[config.mk]
export PLATFORM = sky130hd
export DESIGN_NAME = rev_ripple_adder
export DESIGN_NICKNAME = d
export VERILOG_FILES = /design/src/rtl/rev_adder_pkg.sv /design/src/rtl/addseq_ctrl.sv /design/src/rtl/addseq_dp.sv /design/src/rtl/rev_ripple_adder.sv
export SDC_FILE = /design/constraint.sdc
export NUM_CORES = 1
export LEC_CHECK = 0
export CAP_MARGIN = 10
export CORE_UTILIZATION = 50
export DETAILED_ROUTE_END_ITERATION = 10
export DONT_BUFFER_PORTS = 1
export HOLD_SLACK_MARGIN = 0.08
export PLACE_DENSITY = 0.75
export SLEW_MARGIN = 20
export SYNTH_ARGS = -nofsm -noshare
export SYNTH_HDL_FRONTEND = slang
export SYNTH_HIERARCHICAL = 1
export SYNTH_SLANG_ARGS = --single-unit
[constraint.sdc]
create_clock -name clk -period 3.2 [get_ports clk]
set_clock_uncertainty 0.05 [all_clocks]
set_input_delay 0.48 -clock clk [delete_from_list [all_inputs] [get_ports clk]]
set_output_delay 0.48 -clock clk [all_outputs]
set_load 0.05 [all_outputs]
[src/rtl/rev_adder_pkg.sv]
package rev_adder_pkg;

  // Width of a gate operand index carried in the command struct.
  localparam int GIDX_W = 12;

  typedef enum logic [1:0] {
    PH_IDLE,
    PH_FWD,
    PH_MSB,
    PH_BWD
  } phase_t;

  // Strobes and operand indices sent from the sequencer to the datapath.
  typedef struct packed {
    logic              load;     // capture operands, clear ancillas
    logic              fire;     // apply one gate this cycle
    logic              toffoli;  // 1: two controls, 0: one control
    logic              last;     // final gate of the schedule
    logic [GIDX_W-1:0] ctlA;
    logic [GIDX_W-1:0] ctlB;
    logic [GIDX_W-1:0] tgt;
  } gateCmd_t;

endpackage

[src/rtl/addseq_ctrl.sv]
module addseq_ctrl
  import rev_adder_pkg::*;
#(
  parameter int W = 4
) (
  input  logic     clk,
  input  logic     rstN,
  input  logic     start,
  output logic     busy,
  output logic     done,
  output gateCmd_t cmd
);

  localparam int PW = (W > 1) ? $clog2(W) : 1;
  localparam logic [PW-1:0] POS_TOP  = PW'(W - 1);
  localparam logic [PW-1:0] POS_BACK = PW'((W > 1) ? (W - 2) : 0);

  phase_t        phase;
  logic [PW-1:0] pos;
  logic [2:0]    step;
  logic          doneQ;
  int unsigned   p;

  // State layout: carries at 0..W, first operand at W+1..2W, second at 2W+1..3W.
  function automatic logic [GIDX_W-1:0] cIx(input int unsigned i);
    return GIDX_W'(i);
  endfunction

  function automatic logic [GIDX_W-1:0] aIx(input int unsigned i);
    return GIDX_W'(W + 1 + i);
  endfunction

  function automatic logic [GIDX_W-1:0] bIx(input int unsigned i);
    return GIDX_W'(2 * W + 1 + i);
  endfunction

  assign p = 32'(pos);

  always_comb begin
    cmd      = '0;
    cmd.load = (phase == PH_IDLE) && start;
    unique case (phase)
      PH_FWD: begin
        cmd.fire = 1'b1;
        unique case (step)
          3'd0: begin
            cmd.toffoli = 1'b1;
            cmd.ctlA    = aIx(p);
            cmd.ctlB    = bIx(p);
            cmd.tgt     = cIx(p + 1);
          end
          3'd1: begin
            cmd.ctlA = aIx(p);
            cmd.ctlB = aIx(p);
            cmd.tgt  = bIx(p);
          end
          default: begin
            cmd.toffoli = 1'b1;
            cmd.ctlA    = cIx(p);
            cmd.ctlB    = bIx(p);
            cmd.tgt     = cIx(p + 1);
          end
        endcase
      end
      PH_MSB: begin
        cmd.fire = 1'b1;
        cmd.tgt  = bIx(W - 1);
        if (step == 3'd2) begin
          cmd.ctlA = cIx(W - 1);
          cmd.ctlB = cIx(W - 1);
          cmd.last = (W == 1);
        end else begin
          cmd.ctlA = aIx(W - 1);
          cmd.ctlB = aIx(W - 1);
        end
      end
      PH_BWD: begin
        cmd.fire = 1'b1;
        unique case (step)
          3'd0: begin
            cmd.toffoli = 1'b1;
            cmd.ctlA    = cIx(p);
            cmd.ctlB    = bIx(p);
            cmd.tgt     = cIx(p + 1);
          end
          3'd2: begin
            cmd.toffoli = 1'b1;
            cmd.ctlA    = aIx(p);
            cmd.ctlB    = bIx(p);
            cmd.tgt     = cIx(p + 1);
          end
          3'd4: begin
            cmd.ctlA = cIx(p);
            cmd.ctlB = cIx(p);
            cmd.tgt  = bIx(p);
            cmd.last = (pos == '0);
          end
          default: begin
            cmd.ctlA = aIx(p);
            cmd.ctlB = aIx(p);
            cmd.tgt  = bIx(p);
          end
        endcase
      end
      default: ;
    endcase
  end

  always_ff @(posedge clk) begin
    if (!rstN) begin
      phase <= PH_IDLE;
      pos   <= '0;
      step  <= '0;
      doneQ <= 1'b0;
    end else begin
      doneQ <= cmd.last;
      unique case (phase)
        PH_IDLE: begin
          if (start) begin
            phase <= PH_FWD;
            pos   <= '0;
            step  <= '0;
          end
        end
        PH_FWD: begin
          if (step == 3'd2) begin
            step <= '0;
            if (pos == POS_TOP) phase <= PH_MSB;
            else                pos   <= pos + 1'b1;
          end else begin
            step <= step + 3'd1;
          end
        end
        PH_MSB: begin
          if (step == 3'd2) begin
            step <= '0;
            if (W == 1) begin
              phase <= PH_IDLE;
            end else begin
              phase <= PH_BWD;
              pos   <= POS_BACK;
            end
          end else begin
            step <= step + 3'd1;
          end
        end
        default: begin
          if (step == 3'd4) begin
            step <= '0;
            if (pos == '0) phase <= PH_IDLE;
            else           pos   <= pos - 1'b1;
          end else begin
            step <= step + 3'd1;
          end
        end
      endcase
    end
  end

  assign busy = (phase != PH_IDLE);
  assign done = doneQ;

endmodule

[src/rtl/addseq_dp.sv]
module addseq_dp
  import rev_adder_pkg::*;
#(
  parameter int W = 4
) (
  input  logic         clk,
  input  logic         rstN,
  input  logic [W-1:0] opA,
  input  logic [W-1:0] opB,
  input  gateCmd_t     cmd,
  output logic [W:0]   sumOut,
  output logic         ancillaClean
);

  localparam int SB = 3 * W + 1;
  localparam int IW = $clog2(SB);

  logic [SB-1:0] st;
  logic [W-1:0]  aHeld;
  logic [IW-1:0] tIdx, aIdx, bIdx;
  logic          ctlBit;
  logic          unusedIdxBits;

  assign tIdx = cmd.tgt[IW-1:0];
  assign aIdx = cmd.ctlA[IW-1:0];
  assign bIdx = cmd.ctlB[IW-1:0];
  assign unusedIdxBits = ^{cmd.tgt[GIDX_W-1:IW], cmd.ctlA[GIDX_W-1:IW],
                           cmd.ctlB[GIDX_W-1:IW], cmd.last};

  // Flip condition of the current gate.
  assign ctlBit = st[aIdx] & (cmd.toffoli ? st[bIdx] : 1'b1);

  always_ff @(posedge clk) begin
    if (!rstN) begin
      st    <= '0;
      aHeld <= '0;
    end else if (cmd.load) begin
      st    <= {opB, opA, {(W + 1){1'b0}}};
      aHeld <= opA;
    end else if (cmd.fire) begin
      st[tIdx] <= st[tIdx] ^ ctlBit;
    end
  end

  assign sumOut       = {st[W], st[SB-1:2*W+1]};
  assign ancillaClean = (st[W-1:0] == '0) && (st[2*W:W+1] == aHeld);

endmodule

[src/rtl/rev_ripple_adder.sv]
module rev_ripple_adder
  import rev_adder_pkg::*;
#(
  parameter int W = 4
) (
  input  logic         clk,
  input  logic         rstN,
  input  logic         start,
  input  logic [W-1:0] opA,
  input  logic [W-1:0] opB,
  output logic         busy,
  output logic         done,
  output logic [W:0]   sumOut,
  output logic         ancillaClean
);

  gateCmd_t cmd;

  addseq_ctrl #(.W(W)) u_ctrl (
    .clk   (clk),
    .rstN  (rstN),
    .start (start),
    .busy  (busy),
    .done  (done),
    .cmd   (cmd)
  );

  addseq_dp #(.W(W)) u_dp (
    .clk          (clk),
    .rstN         (rstN),
    .opA          (opA),
    .opB          (opB),
    .cmd          (cmd),
    .sumOut       (sumOut),
    .ancillaClean (ancillaClean)
  );

endmodule

Word level (Yosys, flattened, before mapping)
Index checks and enable logic that the tools add are counted.
Word-level totals
  register bits: 25
  bits in latches: 0
  memory bits (writable): 0
  memory bits (read-only): 0
  input bits: 11
  output and inout port bits: 8
  logic and storage cells: 90
  memories kept: 0
Cells by class
  $add $sub $neg: 6
  multiply operators: 0
  divide/modulo/power cells: 0
  $lt $le $gt $ge: 4
  equality and inequality tests: 14
  shift operators: 0
  multiplexer cells: 38
  bitwise gates (word level): 3
  reductions and logical operators: 18
Operators with widths (number)
  $pmux W28 S3: 2
  $pmux W28 S2: 1
  $mux W13: 2
  $mux W2: 12
  $mux W16: 1
  $lt A4 B5 Y1 const B: 3
  $bwmux W13: 1
  $bmux W1 S4: 3
  $pmux W2 S3: 2
  $reduce_and A6 Y1: 2
  $mux W3: 3
  $mux W1: 8
  $reduce_bool A4 Y1: 2
  $eq A2 B2 Y1 const B: 3
  $ne A2 B1 Y1 const B: 3
  $pmux W3 S2: 1
  $reduce_or A2 Y1: 3
  $add A4 B2 Y5 const A: 1
  $add A3 B2 Y4 const A: 1
  $demux W1 S4: 1
  $eq A4 B4 Y1: 1
  $ge A4 B1 Y1 const B: 1
  $logic_not A2 Y1: 2
  $logic_not A4 Y1: 1
  other kinds (19): 23

Longest topological paths before layout
Gate-level depths: netlist (run 1).
  word-level depth: 11
  mapped depth: 14
  depth with buffers taken out: 12

Modules after synthesis
The synthesis (run 1) kept the hierarchy.
By module, submodules not included
  addseq_dp: times used 1, cells an instance 144, area each 1343.8 sq um, seq. area each 340.3 sq um
  addseq_ctrl: times used 1, cells an instance 163, area each 1167.4 sq um, seq. area each 160.2 sq um

Least setup slack after synthesis (run 1)
Ideal clock, no wire load.
  path kind: register to register
  start: reg u_ctrl.step[0]
  end: reg u_dp.st[12]
  setup time: 151 ps
  arrival: 3146 ps
  required time: 2999 ps
  path slack: -147 ps
  cell stages (with the launch flop): 15
  buffers on the path: 2
  period minus slack after synthesis: 3347 ps
  cell sequence: dfxtp_1 inv_1 ha_1 buf_1 o21bai_1 xnor2_1 a222oi_1 nor2_1 mux4_2 nor2b_1 a211o_1 nand4_2 xor2_2 buf_6 a41oi_4
RTL lines
  from (decl): line addseq_ctrl.sv:20  | logic [2:0] step;
  from (signal assigned): line addseq_ctrl.sv:131  | step <= step + 3'd1;
  from (signal assigned): line addseq_ctrl.sv:144  | step <= step + 3'd1;
  from (signal assigned): line addseq_ctrl.sv:153  | step <= step + 3'd1;
  to (signal assigned): line addseq_dp.sv:38  | st <= {opB, opA, {(W + 1){1'b0}}};
  to (signal, indexed assignment): line addseq_dp.sv:41  | st[tIdx] <= st[tIdx] ^ ctlBit;
  to (decl): line addseq_dp.sv:18  | logic [SB-1:0] st;

==> impl_metrics.csv, run 1 <==
group,metric,value,unit
route,drtIter0Drc,178,
route,drc,0,
placed_design,dp_worst_setup_slack,-31.9,ps
die,die_h,70.1,µm
clocking,cts_sinks,25,
synth,postSynthAreaPerCell,8.26,µm²
sta,timing.hold.ws,256,ps
layout,stdcell_count,351,
route,vias,2137,
sta,slew_violations,0,
grt,grt_max_degree,19,
worst_setup_path,cp.arrival,3330,ps
placed_design,place_inst,343,
layout,regArea,507,µm²
route,postRouteAntennaNets,0,
power,ir_drop,0.000420,V
route,routed_via_density,6.09,
clocking,path_clk_slew,100,ps
clocking,cts-root-buf,"clkbuf_8",
die,num_io_pins,19,
layout,area_growth,16.7,%
layout,num-fill-cells,364,
clocking,cts_buffers,3,
die,die_area,0.00492,mm²
power,p_leak,1.02,nW
clocking,clk_path_buf_depth,2,
hold_path,min_path_type,"input port to flop",
sta,maxSlewHeadroom,0.572,
layout,drive_above_1_share,0.278,
grt,antenna_found_initial,0,
worst_setup_path,required,3340,ps
placed_design,port_buffers,0,
worst_setup_path,critPathKind,"flop to flop",
clocking,ctsHtreeMaxLevel,1,
sta,finalCritPeriodShare,0.996,
run_status,outcome,"finished, final reports clean",
synth,syn-num-nets,304,
grt,overflow,0,
sta,hold_viol_final,0,
synth,yosysWarnings,6,
placed_design,routabilityCongestion,0.907,
worst_setup_path,end_kind,"flop",
layout,multi_input_area,0.00174,mm²
synth,synthCells,281,
die,start_util,0.526,
die,rows,24,
sta,max_freq,314,MHz
clocking,clk_latency,280,ps
power,total_power,2.18,mW
layout,antenna_cells,0,
clocking,cts_tree,"yes",
layout,num-nets-final,323,
flow_run,max_cap_violations,0,
worst_setup_path,startpoint_type,"flop",
route,wl,5910,µm
route,firstDrtPassIters,6,
synth,syn_area,0.00232,mm²
power,p_per_area,804,mW/mm²
sta,finalSetupViolations,0,
sta,finalCriticalPeriod,3190,ps
route,post_drt_wl_per_cell,16.8,µm
sta,finalWorstSetupSlack,12.6,ps
die,core,0.00441,mm²
grt,grt.total_usage,0.245,
grt,grt_pass1_vias,2055,
sta,tightest_slew,642,ps
die,die_x,70.1,µm
grt,grt_pass1_wl,9740,µm
worst_setup_path,path_max_fanout,8,
placed_design,dp_hpwl,4420,µm
## routing by layer
layer,vias to the layer above,share of wire,global-route usage
li1,1056,-,-
met1,1015,0.44,0.317
met2,54,0.50,0.420
met3,12,0.033,0.0361
met4,0,0.018,0.0733
met5,-,0,0
## metrics by stage
stage / cell area, µm² / setup TNS [ps] / util
after CTS: 2610 / 0 / 0.592
final: 2710 / 0 / 0.614
after global routing: 2710 / -1350 / 0.614
after detailed placement: 2550 / -50.0 / 0.577
after floorplan: 2340 / 0 / -
after global placement: 2550 / 0 / 0.577
## layout make-up
cell class | instances | share of cell area
multi-input combinational | 219 | 0.642
sequential | 25 | 0.187
timing repair buffer | 37 | 0.107
tap | 52 | 0.0240
inverter | 14 | 0.0208
clock buffer | 3 | 0.0152
clock inverter | 1 | 0.00323
## cell usage in the layout (no fill, tap or decap), types with 3 or more instances in the layout
master and n:
mux2i_1 5, nor3_1 6, nand3b_1 4, xnor2_1 3, inv_1 12, nand2b_1 14
mux2_2 4, ha_1 8, o41ai_2 3, nor3b_1 4, a21boi_0 5, mux4_2 6
nor2_1 20, a311oi_1 3, nand2_1 28, xor2_1 4, clkbuf_8 3, a21oi_1 15
nor2b_1 10, dfxtp_1 22, buf_4 36, nand3_1 5, o21ai_0 14, a211oi_2 6
## worst max-delay path: stages (launching register included)
cell and delay [ps]:
dfxtp_4 370, inv_1 110, ha_1 230, or2b_1 290, a21boi_0 330, nor2_1 110, nor3_2 180, buf_4 160
mux4_1 270, a211o_1 340, nand4_4 130, xor2_2 100, buf_12 160, o41ai_2 260
## state kept, by name (all words and copies together), names as in the netlist
| name | cells |
|---|---|
| u_dp/st | 13 |
| u_dp/aHeld | 4 |
| u_ctrl/step | 3 |
| u_ctrl/phase | 2 |
| u_ctrl/pos | 2 |
| u_ctrl/done | 1 |
## path summary, 6_finish.rpt
path	from	endpoint	slack, ps	cells after the start
min	rstN	u_dp/st[6]$_SDFFE_PN0P_	260	2
max	u_ctrl/step[0]$_SDFFE_PN0N_	u_dp/st[6]$_SDFFE_PN0P_	10	13
min reg2reg	u_dp/aHeld[3]$_SDFFE_PN0P_	u_dp/aHeld[3]$_SDFFE_PN0P_	450	2
max reg2reg	u_ctrl/step[0]$_SDFFE_PN0N_	u_dp/st[6]$_SDFFE_PN0P_	10	13
## power breakdown
part           total (mW)  switching, mW  internal (mW)
clock network       0.212          0.121         0.0916
logic                1.50          0.839          0.664
registers           0.463         0.0913          0.372
## repair_timing
action | CTS | global route
endpoints found under the hold margin | 0 | 0
endpoints found under the setup margin | 3 | 13
gates cloned | 0 | 0
pin swaps | 1 | 3
buffers inserted | 1 | 3
resized for setup | 2 | 18
hold buffers | 0 | 0
No activity file was read; power rests on OpenSTA's default activity.
==> inputs of run 2 (changes only) <==
Settings changed: CTS_BUF_LIST from default to sky130_fd_sc_hd__clkbuf_16.
==> impl_metrics.csv, run 2 (synthesis results as in run 1) <==
group,metric,value,unit
clocking,path_clk_slew,70,ps
worst_setup_path,rr_startpoint,"u_ctrl/step[1]$_SDFFE_PN0N_",
placed_design,routabilityCongestion,0.907,
layout,regMostFlops,"u_dp/st",
sta,timing.hold.ws,278,ps
route,vias,2172,
sta,max_freq,330,MHz
placed_design,dp_worst_setup_slack,-31.9,ps
sta,finalCriticalPeriod,3030,ps
clocking,cts_sinks,25,
worst_setup_path,worst-r2r-cell-count,14,
worst_setup_path,slowest_stage,"mux4_2",
worst_setup_path,critPathMaxStageDelay,400,ps
layout,layout_common_cells,"buf_4, nand2_1, dfxtp_1",
worst_setup_path,required,3320,ps
hold_path,whs_endpoint,"u_dp/st[6]$_SDFFE_PN0P_",
die,core,0.00441,mm²
route,postRouteAntennaNets,0,
layout,drive_above_1_share,0.286,
power,pwr-share-seq,0.204,
worst_setup_path,path_max_fanout,8,
power,combinationalPowerShare,0.665,
worst_setup_path,startpoint_type,"flop",
layout,largest_reg_flops,13,
grt,grt.total_usage,0.248,
worst_setup_path,rrSetupSlack,170,ps
power,switchingPower,1.05,mW
layout,final_common_cell,"buf_4",
worst_setup_path,critPathKind,"flop to flop",
flow_run,max_cap_violations,0,
sta,finalSetupViolations,0,
placed_design,port_buffers,0,
die,die_h,70.1,µm
power,p_per_area,825,mW/mm²
worst_setup_path,end_kind,"flop",
sta,finalCritPeriodShare,0.948,
layout,area_growth,18.4,%
layout,largest_registers,"u_dp/st (13), u_dp/aHeld (4), u_ctrl/step (3)",
grt,grt_max_degree,19,
grt,overflow,0,
hold_path,min_path_type,"input port to flop",
power,p_int,1.21,mW
power,power.share.switching,0.465,
power,ir_drop,0.000532,V
clocking,clk_path_buf_depth,2,
clocking,cts-root-buf,"clkbuf_16",
worst_setup_path,cp.arrival,3160,ps
power,p_clk_frac,0.131,
layout,antenna_cells,0,
worst_setup_path,crit_chain,"inv_2 -> ha_4 -> o21bai_4 -> xnor2_1 -> a222oi_1 -> nor2_1 -> buf_4 -> mux4_2 -> nor2b_1 -> a211o_1 -> nand4_2 -> xor2_2 -> buf_12 -> o41ai_2",
route,firstDrtPassIters,5,
clocking,cts_buffers,3,
placed_design,dp_hpwl,4420,µm
route,drtIter0Drc,234,
grt,grt_pass1_vias,2064,
hold_path,worstHoldStart,"rstN",
die,die_x,70.1,µm
power,p_leak,1.04,nW
route,routed_via_density,6.15,
layout,num-nets-final,325,
run_status,outcome,"finished, final reports clean",
die,die_area,0.00492,mm²
route,drc,0,
route,post_drt_wl_per_cell,16.8,µm
sta,slew_violations,0,
grt,antenna_found_initial,0,
grt,grt_pass1_wl,9930,µm
sta,tightest_slew,641,ps
worst_setup_path,r2r-end,"u_dp/st[6]$_SDFFE_PN0P_",
clocking,cts_tree,"yes",
sta,finalWorstSetupSlack,166,ps
sta,finalSetupTns,0,ps
die,start_util,0.526,
sta,hold_viol_final,0,
die,rows,24,
route,wl,5940,µm
clocking,clk_latency,260,ps
sta,maxSlewHeadroom,0.572,
die,num_io_pins,19,
hold_path,whs_path_depth,2,
layout,final_util,0.623,
clocking,ctsHtreeMaxLevel,1,
==> run 2: cell count changes in the layout (fill, tap and decap cells not counted) <==
cell       change
buf_4          +2
nand4_4        -1
clkbuf_16      +3
clkbuf_8       -3
inv_2          +1
nand4_2        +1
inv_1          -1
==> run 2: how the worst max path moves through the flow <==
stage	start	cells past startpoint	end
detailed placement	u_ctrl/step[1]$_SDFFE_PN0N_	13	u_dp/st[6]$_SDFFE_PN0P_
global route	u_ctrl/step[0]$_SDFFE_PN0N_	13	u_dp/st[7]$_SDFFE_PN0P_
finish	u_ctrl/step[1]$_SDFFE_PN0N_	14	u_dp/st[6]$_SDFFE_PN0P_
global placement	u_ctrl/step[1]$_SDFFE_PN0N_	14	u_dp/st[7]$_SDFFE_PN0P_
floorplan	u_ctrl/step[0]$_SDFFE_PN0N_	14	u_dp/st[12]$_SDFFE_PN0P_
CTS	u_ctrl/phase[0]$_SDFFE_PN0P_	12	u_dp/st[6]$_SDFFE_PN0P_
==> run 2: power groups by stage <==
stage          combinational (mW)  clock (mW)  sequential, mW
2_1_floorplan                1.06           0           0.424
3_3_place_gp                 1.39           0           0.459
3_5_place_dp                 1.40           0           0.462
4_1_cts                      1.42       0.306           0.454
5_1_grt                      1.63       0.321           0.472
6_report                     1.51       0.297           0.464
==> run 2: timing repair <==
item	in CTS	in global routing
gates resized for setup	3	17
hold buffers	0	0
pin swaps	1	6
setup buffers	1	5
setup endpoints to repair	3	13
==> run 2: metal layers <==
layer / vias up / GRT usage / share of wire
li1: 1059 / - / -
met1: 1017 / 0.318 / 0.43
met2: 84 / 0.435 / 0.50
met3: 12 / 0.0390 / 0.052
met4: 0 / 0.0600 / 0.019
met5: - / 0 / 0
==> run 2: critical path: cells and delay by family (launching register included) <==
| kind | cells | cell delay (ps) |
|---|---|---|
| buffers and inverters | 3 | 440 |
| and+or+nand+nor | 3 | 340 |
| AOI/OAI and AO/OA | 4 | 940 |
| muxes | 1 | 400 |
| adders and majority gates | 1 | 200 |
| xor gates and xnor gates | 2 | 240 |
| DFF | 1 | 340 |
==> run 2: area by class of cell <==
| cell class | instances | area (µm²) |
|---|---|---|
| inverter | 14 | 56.3 |
| fill | 354 | 1670 |
| clock buffer | 3 | 75.1 |
| tap | 52 | 65.1 |
| timing repair buffer | 39 | 305 |
| sequential | 25 | 507 |
| multi-input combinational | 219 | 1730 |
| clock inverter | 1 | 8.76 |
==> run 2: metrics by stage <==
step                std cells  power (mW)  cell area (µm²)
detailed placement        343        1.86             2550
global route              353        2.42             2750
global placement          343        1.85             2550
CTS                       348        2.18             2650
floorplan                 281        1.48             2340
finish                    353        2.27             2750
==> inputs of run 3 (changes only) <==
Settings changed: CORE_ASPECT_RATIO from default to 0.9.
==> impl_metrics.csv, run 3 (synthesis results as in run 1) <==
group,metric,value,unit
run_status,outcome,"finished, final reports clean",
sta,finalSetupTns,0,ps
route,wl,6090,µm
die,start_util,0.520,
clocking,holdBufCountCts,0,
sta,slew_violations,0,
worst_setup_path,critPathKind,"flop to flop",
clocking,cts_sinks,25,
layout,area_growth,15.6,%
clocking,clk_path_buf_depth,2,
worst_setup_path,startpoint_type,"flop",
layout,stdcell_count,356,
sta,finalCriticalPeriod,3110,ps
grt,grt_max_degree,19,
route,postRouteAntennaNets,0,
route,drc,0,
route,firstDrtPassIters,4,
layout,final_common_cell,"buf_4",
power,ir_drop,0.000538,V
worst_setup_path,required,3310,ps
route,routed_via_density,6.04,
die,die_x,73.8,µm
layout,layout_common_cells,"buf_4, nand2_1, dfxtp_1",
grt,overflow,0,
clocking,clk_latency,260,ps
layout,num-fill-cells,393,
worst_setup_path,cp.arrival,3220,ps
clocking,cts-root-buf,"clkbuf_16",
clocking,path_clk_slew,70,ps
sta,tightest_slew,688,ps
sta,finalWorstSetupSlack,92.0,ps
grt,grt.total_usage,0.263,
placed_design,port_buffers,0,
worst_setup_path,end_kind,"flop",
layout,regMostFlops,"u_dp/st",
sta,maxSlewHeadroom,0.541,
placed_design,place_inst,350,
flow_run,max_cap_violations,0,
layout,largest_reg_flops,13,
hold_path,min_path_type,"input port to flop",
power,total_power,2.21,mW
clocking,ctsHtreeMaxLevel,1,
clocking,cts_buffers,3,
die,die_h,66.6,µm
power,p_per_area,822,mW/mm²
grt,grt_pass1_vias,2069,
clocking,cts_tree,"yes",
layout,multi_input_area,0.00170,mm²
die,die_area,0.00492,mm²
route,post_drt_wl_per_cell,17.1,µm
placed_design,dp_worst_setup_slack,-89.8,ps
layout,antenna_cells,0,
layout,largest_registers,"u_dp/st (13), u_dp/aHeld (4), u_ctrl/step (3)",
layout,num-nets-final,318,
die,num_io_pins,19,
sta,finalSetupViolations,0,
sta,finalCritPeriodShare,0.971,
die,core,0.00446,mm²
worst_setup_path,path_max_fanout,12,
grt,antenna_found_initial,0,
route,vias,2150,
placed_design,routabilityCongestion,0.953,
grt,grt_pass1_wl,9900,µm
sta,timing.hold.ws,279,ps
layout,regArea,503,µm²
sta,rsz0062_at_grt,"yes",
die,rows,23,
power,p_leak,0.991,nW
placed_design,dp_hpwl,4570,µm
route,drtIter0Drc,179,
sta,max_freq,322,MHz
sta,hold_viol_final,0,
layout,drive_above_1_share,0.245,
## run 3: cell types whose count changed in the layout (fill, tap and decap cells not counted), sizes merged
cell | before | now
buf | 39 | 32
inv | 14 | 13
clkinvlp | 1 | 2
## run 3: worst paths after layout
path	startpoint	to	slack [ps]	cells after the start
worst max-delay path	u_ctrl/step[0]$_SDFFE_PN0N_	u_dp/st[7]$_SDFFE_PN0P_	90	13
worst min-delay path	rstN	u_dp/st[5]$_SDFFE_PN0P_	280	2
worst max register to register	u_ctrl/step[0]$_SDFFE_PN0N_	u_dp/st[7]$_SDFFE_PN0P_	90	13
worst min register to register	u_dp/aHeld[1]$_SDFFE_PN0P_	u_dp/aHeld[1]$_SDFFE_PN0P_	440	2
## run 3: per-layer routing
metal  vias to the layer above  global-route usage  wire, µm
met3                         9              0.0393       419
li1                       1044                   -         -
met1                      1017               0.373      2860
met4                         0              0.0649        75
met5                         -                   0         0
met2                        80               0.416      2730
## run 3: metrics by stage
stage,area (µm²),util
2_1_floorplan,2340,-
3_3_place_gp,2550,0.572
3_5_place_dp,2550,0.572
4_1_cts,2640,0.591
5_1_grt,2680,0.601
6_report,2680,0.601
## run 3: layout make-up
cell class	count	share of cell area
well taps	62	0.0289
clock inverters	1	0.00280
repair buffers	32	0.0989
flip-flops and latches	25	0.188
multi-input cells	219	0.633
inverters	14	0.0210
clock buffers	3	0.0280
## run 3: power breakdown
group          switching [mW]  internal (mW)  leakage, nW  total [mW]
Combinational           0.823          0.630        0.749        1.45
Sequential             0.0982          0.370        0.205       0.469
Clock                   0.116          0.170       0.0371       0.285
## run 3: what timing repair did
item | 4_1_cts | 5_1_grt
hold endpoints to repair | 0 | 0
buffers inserted | 0 | 2
resized for setup | 4 | 8
pin swaps | 1 | 2
setup endpoints to repair | 9 | 12
## run 3: critical path, cell delays in order (launching register included)
cell	delay (ps)
dfxtp_2	360
inv_1	90
ha_4	200
o21bai_4	160
xnor2_1	130
a222oi_1	110
nor2_2	250
mux4_2	540
nor2b_1	140
a211o_1	270
nand4_2	140
xor2_2	100
buf_12	160
o41ai_1	300
